**src/rtl/bdc_pkg.sv**
```systemverilog
package bdc_pkg;

  // What the write port does in a given cycle.
  typedef enum logic [1:0] {
    ACT_IDLE   = 2'd0,
    ACT_NEW    = 2'd1,   // fresh entry at the rotating pointer
    ACT_UPDATE = 2'd2,   // rewrite the entry already holding this tag
    ACT_DROP   = 2'd3    // request discarded because of a flush
  } alloc_act_e;

  function automatic alloc_act_e pick_action(input logic req,
                                             input logic fl,
                                             input logic present);
    if (!req)        return ACT_IDLE;
    else if (fl)     return ACT_DROP;
    else if (present) return ACT_UPDATE;
    else             return ACT_NEW;
  endfunction

endpackage

```
**src/rtl/bdc_tag_match.sv**
```systemverilog
module bdc_tag_match #(
  parameter int ENTRIES = 16,
  parameter int ADDR_W  = 32
) (
  input  logic [ENTRIES*ADDR_W-1:0] tags,
  input  logic [ENTRIES-1:0]        valid,
  input  logic [ADDR_W-1:0]         addr,
  output logic [ENTRIES-1:0]        match
);

  for (genvar e = 0; e < ENTRIES; e++) begin : g_cmp
    assign match[e] = valid[e] && (tags[e*ADDR_W +: ADDR_W] == addr);
  end

endmodule

```
**src/rtl/bdc_rr_ptr.sv**
```systemverilog
module bdc_rr_ptr #(
  parameter int ENTRIES = 16,
  localparam int PTR_W  = (ENTRIES > 1) ? $clog2(ENTRIES) : 1
) (
  input  logic             clk,
  input  logic             rst_n,
  input  logic             clear,
  input  logic             advance,
  output logic [PTR_W-1:0] ptr
);

  localparam logic [PTR_W-1:0] LAST = PTR_W'(ENTRIES - 1);

  always_ff @(posedge clk) begin
    if (!rst_n || clear) begin
      ptr <= '0;
    end else if (advance) begin
      ptr <= (ptr == LAST) ? '0 : ptr + 1'b1;
    end
  end

endmodule

```
**src/rtl/bdc_entry_array.sv**
```systemverilog
module bdc_entry_array #(
  parameter int ENTRIES = 16,
  parameter int ADDR_W  = 32,
  parameter int PAY_W   = 160,
  localparam int PTR_W  = (ENTRIES > 1) ? $clog2(ENTRIES) : 1
) (
  input  logic                      clk,
  input  logic                      rst_n,
  input  logic                      clear_all,
  input  logic                      wr_en,
  input  logic [PTR_W-1:0]          wr_idx,
  input  logic [ADDR_W-1:0]         wr_tag,
  input  logic [PAY_W-1:0]          wr_pay,
  output logic [ENTRIES-1:0]        valid,
  output logic [ENTRIES*ADDR_W-1:0] tags,
  output logic [ENTRIES*PAY_W-1:0]  pays
);

  for (genvar e = 0; e < ENTRIES; e++) begin : g_ent
    logic sel;
    assign sel = wr_en && (wr_idx == PTR_W'(e));

    always_ff @(posedge clk) begin
      if (!rst_n || clear_all) begin
        valid[e] <= 1'b0;
      end else if (sel) begin
        valid[e] <= 1'b1;
      end
    end

    always_ff @(posedge clk) begin
      if (sel) begin
        tags[e*ADDR_W +: ADDR_W] <= wr_tag;
        pays[e*PAY_W +: PAY_W]   <= wr_pay;
      end
    end
  end

endmodule

```
**src/rtl/bdc_onehot_mux.sv**
```systemverilog
module bdc_onehot_mux #(
  parameter int N = 16,
  parameter int W = 160
) (
  input  logic [N-1:0]   sel,
  input  logic [N*W-1:0] din,
  output logic [W-1:0]   dout
);

  always_comb begin
    dout = '0;
    for (int i = 0; i < N; i++) begin
      if (sel[i]) dout = dout | din[i*W +: W];
    end
  end

endmodule

```
**src/rtl/branch_dest_cache.sv**
```systemverilog
module branch_dest_cache #(
  parameter int ENTRIES = 16,
  parameter int ADDR_W  = 32,
  parameter int WORDS   = 4,
  parameter int WORD_W  = 32
) (
  input  logic                      clk,
  input  logic                      rst_n,
  input  logic                      flush,
  input  logic                      lkp_valid,
  input  logic [ADDR_W-1:0]         lkp_addr,
  input  logic                      alloc_valid,
  input  logic [ADDR_W-1:0]         alloc_addr,
  input  logic [WORDS*WORD_W-1:0]   alloc_words,
  input  logic [ADDR_W-1:0]         alloc_next_addr,
  output logic                      hit,
  output logic [WORDS*WORD_W-1:0]   hit_words,
  output logic [ADDR_W-1:0]         hit_next_addr
);
  import bdc_pkg::*;

  localparam int LINE_W = WORDS * WORD_W;
  localparam int PAY_W  = LINE_W + ADDR_W;
  localparam int PTR_W  = (ENTRIES > 1) ? $clog2(ENTRIES) : 1;

  // Named internal events, also observed by the bound checker.
  logic [ENTRIES-1:0]        valid_vec;
  logic [ENTRIES*ADDR_W-1:0] tag_flat;
  logic [ENTRIES*PAY_W-1:0]  pay_flat;
  logic [ENTRIES-1:0]        lkp_match;
  logic [ENTRIES-1:0]        alloc_match;
  logic                      alloc_present;
  logic [PTR_W-1:0]          ptr;
  logic [PTR_W-1:0]          held_idx;
  logic [PTR_W-1:0]          wr_idx;
  logic                      wr_en;
  logic                      collide;
  logic                      lkp_hit_d;
  logic [PAY_W-1:0]          rd_pay;
  alloc_act_e                alloc_act;

  function automatic logic [PTR_W-1:0] encode_onehot(input logic [ENTRIES-1:0] v);
    logic [PTR_W-1:0] r;
    r = '0;
    for (int i = 0; i < ENTRIES; i++) begin
      if (v[i]) r = r | PTR_W'(i);
    end
    return r;
  endfunction

  bdc_tag_match #(.ENTRIES(ENTRIES), .ADDR_W(ADDR_W)) u_lkp_match (
    .tags (tag_flat),
    .valid(valid_vec),
    .addr (lkp_addr),
    .match(lkp_match)
  );

  bdc_tag_match #(.ENTRIES(ENTRIES), .ADDR_W(ADDR_W)) u_alloc_match (
    .tags (tag_flat),
    .valid(valid_vec),
    .addr (alloc_addr),
    .match(alloc_match)
  );

  assign alloc_present = |alloc_match;
  assign held_idx      = encode_onehot(alloc_match);
  assign alloc_act     = pick_action(alloc_valid, flush, alloc_present);
  assign wr_en         = (alloc_act == ACT_NEW) || (alloc_act == ACT_UPDATE);
  assign wr_idx        = (alloc_act == ACT_UPDATE) ? held_idx : ptr;

  bdc_rr_ptr #(.ENTRIES(ENTRIES)) u_ptr (
    .clk    (clk),
    .rst_n  (rst_n),
    .clear  (flush),
    .advance(alloc_act == ACT_NEW),
    .ptr    (ptr)
  );

  bdc_entry_array #(.ENTRIES(ENTRIES), .ADDR_W(ADDR_W), .PAY_W(PAY_W)) u_array (
    .clk      (clk),
    .rst_n    (rst_n),
    .clear_all(flush),
    .wr_en    (wr_en),
    .wr_idx   (wr_idx),
    .wr_tag   (alloc_addr),
    .wr_pay   ({alloc_words, alloc_next_addr}),
    .valid    (valid_vec),
    .tags     (tag_flat),
    .pays     (pay_flat)
  );

  bdc_onehot_mux #(.N(ENTRIES), .W(PAY_W)) u_rd_mux (
    .sel (lkp_match),
    .din (pay_flat),
    .dout(rd_pay)
  );

  assign collide   = lkp_valid && alloc_valid && (lkp_addr == alloc_addr);
  assign lkp_hit_d = lkp_valid && (|lkp_match) && !collide && !flush;

  always_ff @(posedge clk) begin
    if (!rst_n) begin
      hit           <= 1'b0;
      hit_words     <= '0;
      hit_next_addr <= '0;
    end else begin
      hit           <= lkp_hit_d;
      hit_words     <= lkp_hit_d ? rd_pay[PAY_W-1 -: LINE_W] : '0;
      hit_next_addr <= lkp_hit_d ? rd_pay[ADDR_W-1:0]        : '0;
    end
  end

endmodule

```
**config.mk**
```make
export PLATFORM = sky130hd
export DESIGN_NAME = branch_dest_cache
export DESIGN_NICKNAME = d
export VERILOG_FILES = /design/src/rtl/bdc_pkg.sv /design/src/rtl/bdc_tag_match.sv /design/src/rtl/bdc_rr_ptr.sv /design/src/rtl/bdc_entry_array.sv /design/src/rtl/bdc_onehot_mux.sv /design/src/rtl/branch_dest_cache.sv
export SDC_FILE = /design/constraint.sdc
export NUM_CORES = 2
export LEC_CHECK = 0
export BUFFER_PORTS_ARGS = -buffer_cell sky130_fd_sc_hd__buf_2
export CAP_MARGIN = 0
export CORE_AREA = 8 8 516 518
export CTS_BUF_LIST = sky130_fd_sc_hd__clkbuf_2
export CTS_CLUSTER_SIZE = 10
export DETAILED_ROUTE_END_ITERATION = 12
export DIE_AREA = 0 0 524 526
export PLACE_DENSITY = 0.75
export SLEW_MARGIN = 30
export SYNTH_ARGS = -nofsm -noshare
export SYNTH_HDL_FRONTEND = slang
export SYNTH_SLANG_ARGS = --single-unit
```
**constraint.sdc**
```tcl
create_clock -name clk -period 55.2 [get_ports clk]
set_clock_uncertainty 0.1 [all_clocks]
set_input_delay 5.52 -clock clk [delete_from_list [all_inputs] [get_ports clk]]
set_output_delay 5.52 -clock clk [all_outputs]
set_load 0.01 [all_outputs]
```
# After elaboration in Yosys (flattened, before gate mapping)
# Cells that the tools add are included.
# W data, S select, Z words.
classes:
  n_addsub: 1
  n_eq_ne: 51
  muxes: 36
  bitwise: 15
  n_reduce_logical: 62
ops:
  columns: ["op", "n"]
  rows:
  - ["$mux W160", 16]
  - ["$or A160 B160 Y160", 15]
  - ["$eq A32 B32 Y1", 33]
  - ["$logic_and A1 B1 Y1", 53]
  - ["$mux W4", 10]
  - ["$eq A4 B4 Y1 const B", 9]
  - ["$reduce_or A16 Y1", 2]
  - ["$eq A4 B3 Y1 const B", 4]
  - ["$mux W3", 4]
  - ["$mux W2", 5]
  - ["$eq A4 B2 Y1 const B", 2]
  - ["$add A4 B1 Y4 const B", 1]
  - ["$eq A4 B1 Y1 const B", 1]
  - ["$logic_not A4 Y1", 1]
  - ["$logic_not A1 Y1", 3]
  - ["$eq A2 B1 Y1 const B", 1]
  - ["$eq A2 B2 Y1 const B", 1]
  - ["$logic_or A1 B1 Y1", 2]
  - ["$reduce_and A2 Y1", 1]
  - ["$mux W1", 1]
word_totals:
  ff_bits: 3253
  input_bits: 229
  elab_cells: 217

# Depth between registers and ports, before layout
logic_depth:
  depth_word: 33
  ltp_mapped: 13
  ltp_nobuf: 9

# Hierarchy
# From an unflattened synthesis, not the netlist that was laid out.
hier_totals:
  cells_unflattened: 7011
  area_unflattened_um2: 124971.1
modules_own_cells:
  columns: ["mod", "n_inst", "cells_each", "area_per_inst_um2", "seq_area_each_um2"]
  rows:
  - ["bdc_entry_array", 1, 3137, 92895.3, 92568.8]
  - ["bdc_onehot_mux", 1, 1728, 14005.9, 0.0]
  - ["bdc_tag_match", 2, 768, 6396.1, 0.0]
  - ["branch_dest_cache", 1, 590, 5097.4, 3223.1]
  - ["bdc_rr_ptr", 1, 20, 180.2, 80.1]

# Worst setup path after synthesis
# No wires, ideal clock.
synth_timing:
  kind: "in2reg"
  from: "input port alloc_addr[1]"
  to: "register u_array.pays[1920] (enable)"
  t_arrival_ns: 21.417
  setup_slack_ns: 32.664
  stages: 11
  path_buffers: 3
  path_cell_list: "buf_2 -> buf_4 -> xor2_1 -> nor4_1 -> and3_1 -> nand4_1 -> nand4_1 -> o41ai_4 -> mux2_4 -> buf_6 -> nor3b_1"
synth_between:
  elab_chain_len: 20
synth_lines:
  columns: ["element", "line_no", "rtl"]
  rows:
  - ["from (decl)", "branch_dest_cache.sv:13", "input logic [ADDR_W-1:0] alloc_addr,"]
  - ["$eq A32 B32 Y1", "bdc_tag_match.sv:12", "assign match[e] = valid[e] && (tags[e*ADDR_W +: ADDR_W] == addr);"]
  - ["$logic_and A1 B1 Y1", "bdc_tag_match.sv:12", null]
  - ["$mux W1", "branch_dest_cache.sv:46", "if (v[i]) r = r | PTR_W'(i);"]
  - ["$mux W2 (2 in series)", "branch_dest_cache.sv:46", null]
  - ["$mux W3 (4 in series)", "branch_dest_cache.sv:46", null]
  - ["$mux W4 (8 in series)", "branch_dest_cache.sv:46", null]
  - ["$mux W4", "branch_dest_cache.sv:69", "assign wr_idx = (alloc_act == ACT_UPDATE) ? held_idx : ptr;"]
  - ["$eq A4 B4 Y1", "bdc_entry_array.sv:21", "assign sel = wr_en && (wr_idx == PTR_W'(e));"]
  - ["$logic_and A1 B1 Y1 (*)", "bdc_entry_array.sv:21", null]
  - ["via u_array.g_ent[12].sel", "bdc_entry_array.sv:20", "logic sel;"]
  - ["to (signal, indexed assignment)", "bdc_entry_array.sv:34", "pays[e*PAY_W +: PAY_W] <= wr_pay;"]
  - ["to (decl)", "bdc_entry_array.sv:16", "output logic [ENTRIES*PAY_W-1:0] pays"]
# Mark *: on every way through the listed nets, which the timed path passes. The rest lies on a longest branch.
# A chain may end at the register's enable or synchronous reset.

# Final worst setup path
layout_timing:
  from: "input port alloc_addr[8]"
  to: "register u_array.pays[1694] (enable)"
layout_between:
  elab_chain_len: 20
layout_lines:
  columns: ["element", "line_no"]
  rows:
  - ["$eq A32 B32 Y1", "bdc_tag_match.sv:12"]
  - ["$logic_and A1 B1 Y1", "bdc_tag_match.sv:12"]
  - ["$mux W1", "branch_dest_cache.sv:46"]
  - ["$mux W2 (2 in series)", "branch_dest_cache.sv:46"]
  - ["$mux W3 (4 in series)", "branch_dest_cache.sv:46"]
  - ["$mux W4 (8 in series)", "branch_dest_cache.sv:46"]
  - ["$mux W4", "branch_dest_cache.sv:69"]
  - ["$eq A4 B4 Y1", "bdc_entry_array.sv:21"]
  - ["$logic_and A1 B1 Y1 (*)", "bdc_entry_array.sv:21"]
  - ["via u_array.g_ent[10].sel", "bdc_entry_array.sv:20"]
# Marks and branches as above.

==> summary.md <==
| Metric | Value |
|---|---|
| Pins Over Slew Limit | 0 |
| Synthesis Warnings | 0 |
| Initial antenna violation count | 100 |
| Pleak | 44.08 nW |
| RSZ-0062 raised after global routing | no |
| Min-delay src | u_array.pays[132] |
| Cell Rows | 187 |
| Post-detail-place hpwl | roughly 180000 um |
| Core Util, Final | 52.87% |
| Postcts setup bufs | 0 |
| Power, Total | 4.427 mW |
| # IOs | 390 |
| Mapped cell area | 122900 um2 |
| Worst Setup Start Kind | input pin |
| Reg2reg setup slack | about 48 ns |
| Async set-reset flop share out of synthesis | 0% |
| Syn Nets | 6895 |
| Post-CTS Resized | 0 |
| Post-route antenna net violation count | 0 |
| Worst-Skew Late Latency | 2.12 ns |
| Count leader, synth | edfxtp_1 |
| Critical-path maximum fanout | 42 |
| Largest net degree at the start of global routing | approximately 130 |
| Register bit count reported by yosys | 3253 |
| H-tree Lvls | 6 |
| Synth Area per Inst | 18.44 um2 |
| Routed length per instance | about 32 um |
| Reg2reg path depth | 11 |
| Most frequent cells after synthesis | edfxtp_1 (3072), a22o_1 (646), a221oi_1 (641) |
| Max Root-Sink Buffers | 4 |
| Clk root buf | clkbuf_2 |
| Drt total wl | 378100 um |
| Bufs and invs on worst path | 5 |
| Die span in x | around 520 um |
| Setup violators final | 0 |
| GR Overflow Total | 0 |
| Fin crit period | 11.02 ns |
| Tcrit/Tclk final | approximately a fifth |
| Most used cell, CP | buf_4 |
| Die H | 526 um |
| Cell taking the most area after synthesis | edfxtp_1 |
| DRT iter0 DRCs | 10450 |
| Worst Tran Pin Value | ~1.3 ns |
| Crit. End Element | register |
| Part of the Yosys area used for sequential elements | 78.00% |
| Vias | 74440 |
| Clock sinks | 3253 |
| Slowest CP cell | a2111oi_0 |
| Worst EP arrival | 12.57 ns |
| Residual DRC count | 0 |
| Final Wtd Congestion | 0.8819 |
| Total CTS buffers | 769 |
| CTS tree | built |
| Hold_buf cts | 0 |
| Die footprint | around 280000 um2 |
| Post-Syn Instances | about 6700 |
| Worst hold-check path type | reg -> reg |
| CP startpoint | alloc_addr[8] |
| Max Clk Rate | roughly 91 MHz |
| Port Buf Inserts | 389 |
| Top cells by area, synth | edfxtp_1 (75%), a22o_1 (4.6%), a221oi_1 (4.6%) |
| Fraction of layout cells with a size suffix above 1 | 22.36% |
| Post-synth EDFFs | 3072 |
| CP max stage delay | 0.93 ns |
| Fillers | just over 20000 |
| Worst vdd ir | 0.02538 mV |
| Core area | 258100 um2 |
| Worst r2r dst | u_array.pays[1694] |
| Setup crit end | u_array.pays[1694] |
| Ys flop type | edfxtp_1 |
| Global-route usage over all layers | roughly a quarter |
| Number of global-route vias before repair | around 74000 |
| Setup_tns | 0 ns |
| Vias per cell | 6.378 |
| Status | finished, final reports clean |
| Cell variety after synth | 51 |
| Area growth syn-to-layout | 11.01% |
| Synth top area share | 75.05% |
| Worst EP required | 56.75 ns |
| Pwr dens | roughly 32 nW/um2 |
| Drt pass-1 iters | 8 |
| Crit-path leading delay family | buffers and inverters |
| Kind of critical path | in -> reg |
| WP depth | 13 |
| Clock Pin Slew Worst Setup and Hold Paths | 0.12 ns |
| First-pass GRT wire length | 527900 um |
| FF-to-FF Start | u_array.tags[488] |
| Relative slew slack | between 10% and 20% |
| Final hold viol count | 0 |
| Initial core utilization | 47.63% |
| Worst path cell trace | buf_2 > buf_4 > xor2_1 > nor4_1 > nand4_1 > or4_1 > and4_1 > a2111oi_0 > a41oi_2 > nor2_4 > buf_4 > buf_4 > buf_4 |
| Max Cap Violations | 0 |
| Final #Nets | between 7000 and 8000 |
-- where the power goes --
part / leakage, nW / total [mW] / switching (mW) / internal (mW)
combinational: 9.44 / 0.126 / 0.0947 / 0.0315
sequential: 29.1 / 2.70 / 0.00284 / 2.70
clock: 5.51 / 1.60 / 0.980 / 0.617
-- routing by layer --
layer	global-route usage, %	part of all wire [%]
met1	34.04	36
met2	41.41	46
met3	7.881	14
met4	11.55	4.3
met5	0	0.084
-- worst register-to-register path, delay by kind of cell (launching register included) --
kind | cells | cell delay [ns]
and+or+nand+nor | 5 | 2.51
xor gates and xnor gates | 1 | 0.19
buffers and inverters | 3 | 2.47
DFF | 1 | 0.45
AOI/OAI and AO/OA | 2 | 1.24
-- sequential cells by signal, summed over array words and instances (netlist names) --
name	flops
u_ptr.ptr	4
hit_next_addr	32
hit_words	128
u_array.valid	16
hit	1
u_array.tags	512
u_array.pays	2560
-- cell type report --
type	instances	area [um2]	area share [%]
Sequential cell	3253	95870	70.26
Timing Repair Buffer	556	3641	2.668
Clock buffer	1154	5776	4.233
Multi-Input combinational cell	2980	25190	18.46
Antenna cell	48	120.1	0.08803
Inverter	10	37.54	0.02751
Tap cell	3402	4257	3.120
Clock inverter	267	1559	1.143
-- cell families (layout without fill, tap and decap cells) --
family	after synthesis	after routing	synth area share (%)
AO/OA/AOI/OAI	1482	1482	10.52
XOR/XNOR	1051	1051	7.489
adder cells (fa/ha/maj)	1	1	0.01018
buffers and inverters	432	1987	1.655
flip-flops	3253	3253	78.00
multiplexers	2	2	0.02036
other	0	48	0
AND/OR/NAND/NOR	444	444	2.308
-- placed cells by master, fill, tap and decap left out, types with 7 or more instances in the layout --
master / instances
a221oi_1: 641
a22o_1: 646
a41oi_1: 161
buf_12: 19
buf_16: 8
buf_2: 384
buf_4: 137
buf_6: 8
bufinv_16: 9
clkbuf_2: 1154
clkinv_1: 181
clkinv_2: 26
clkinv_4: 8
clkinvlp_4: 10
dfxtp_1: 181
diode_2: 48
edfxtp_1: 3072
inv_1: 9
inv_6: 17
nand2_1: 17
nand3_1: 44
nand4_1: 142
nor2_1: 7
nor2_4: 9
nor3_1: 20
nor4_1: 149
nor4_4: 16
o21ai_0: 12
or3_1: 10
xnor2_1: 482
xor2_1: 569
-- per-stage QoR --
step	cell area [um2]	hold WS (ns)	std cells	worst slack, ns
floorplan	122900	0.3460	6665	32.66
global placement	128700	0.4172	10190	42.52
detailed placement	128800	0.4215	10200	42.42
CTS	136200	0.2970	11620	44.68
global route	136400	0.3983	11640	44.21
finish	136400	0.2756	11670	44.19
-- worst min path at each step --
stage / endpoint / slack (ns) / cells past startpoint
floorplan: u_array.valid[0] / 0.35 / 2
global placement: u_ptr.ptr[3] / 0.42 / 2
detailed placement: u_array.valid[14] / 0.42 / 1
CTS: hit_words[100] / 0.30 / 2
global route: hit_words[100] / 0.40 / 2
finish: hit_words[100] / 0.28 / 2
(Power assumes the default switching activity.)
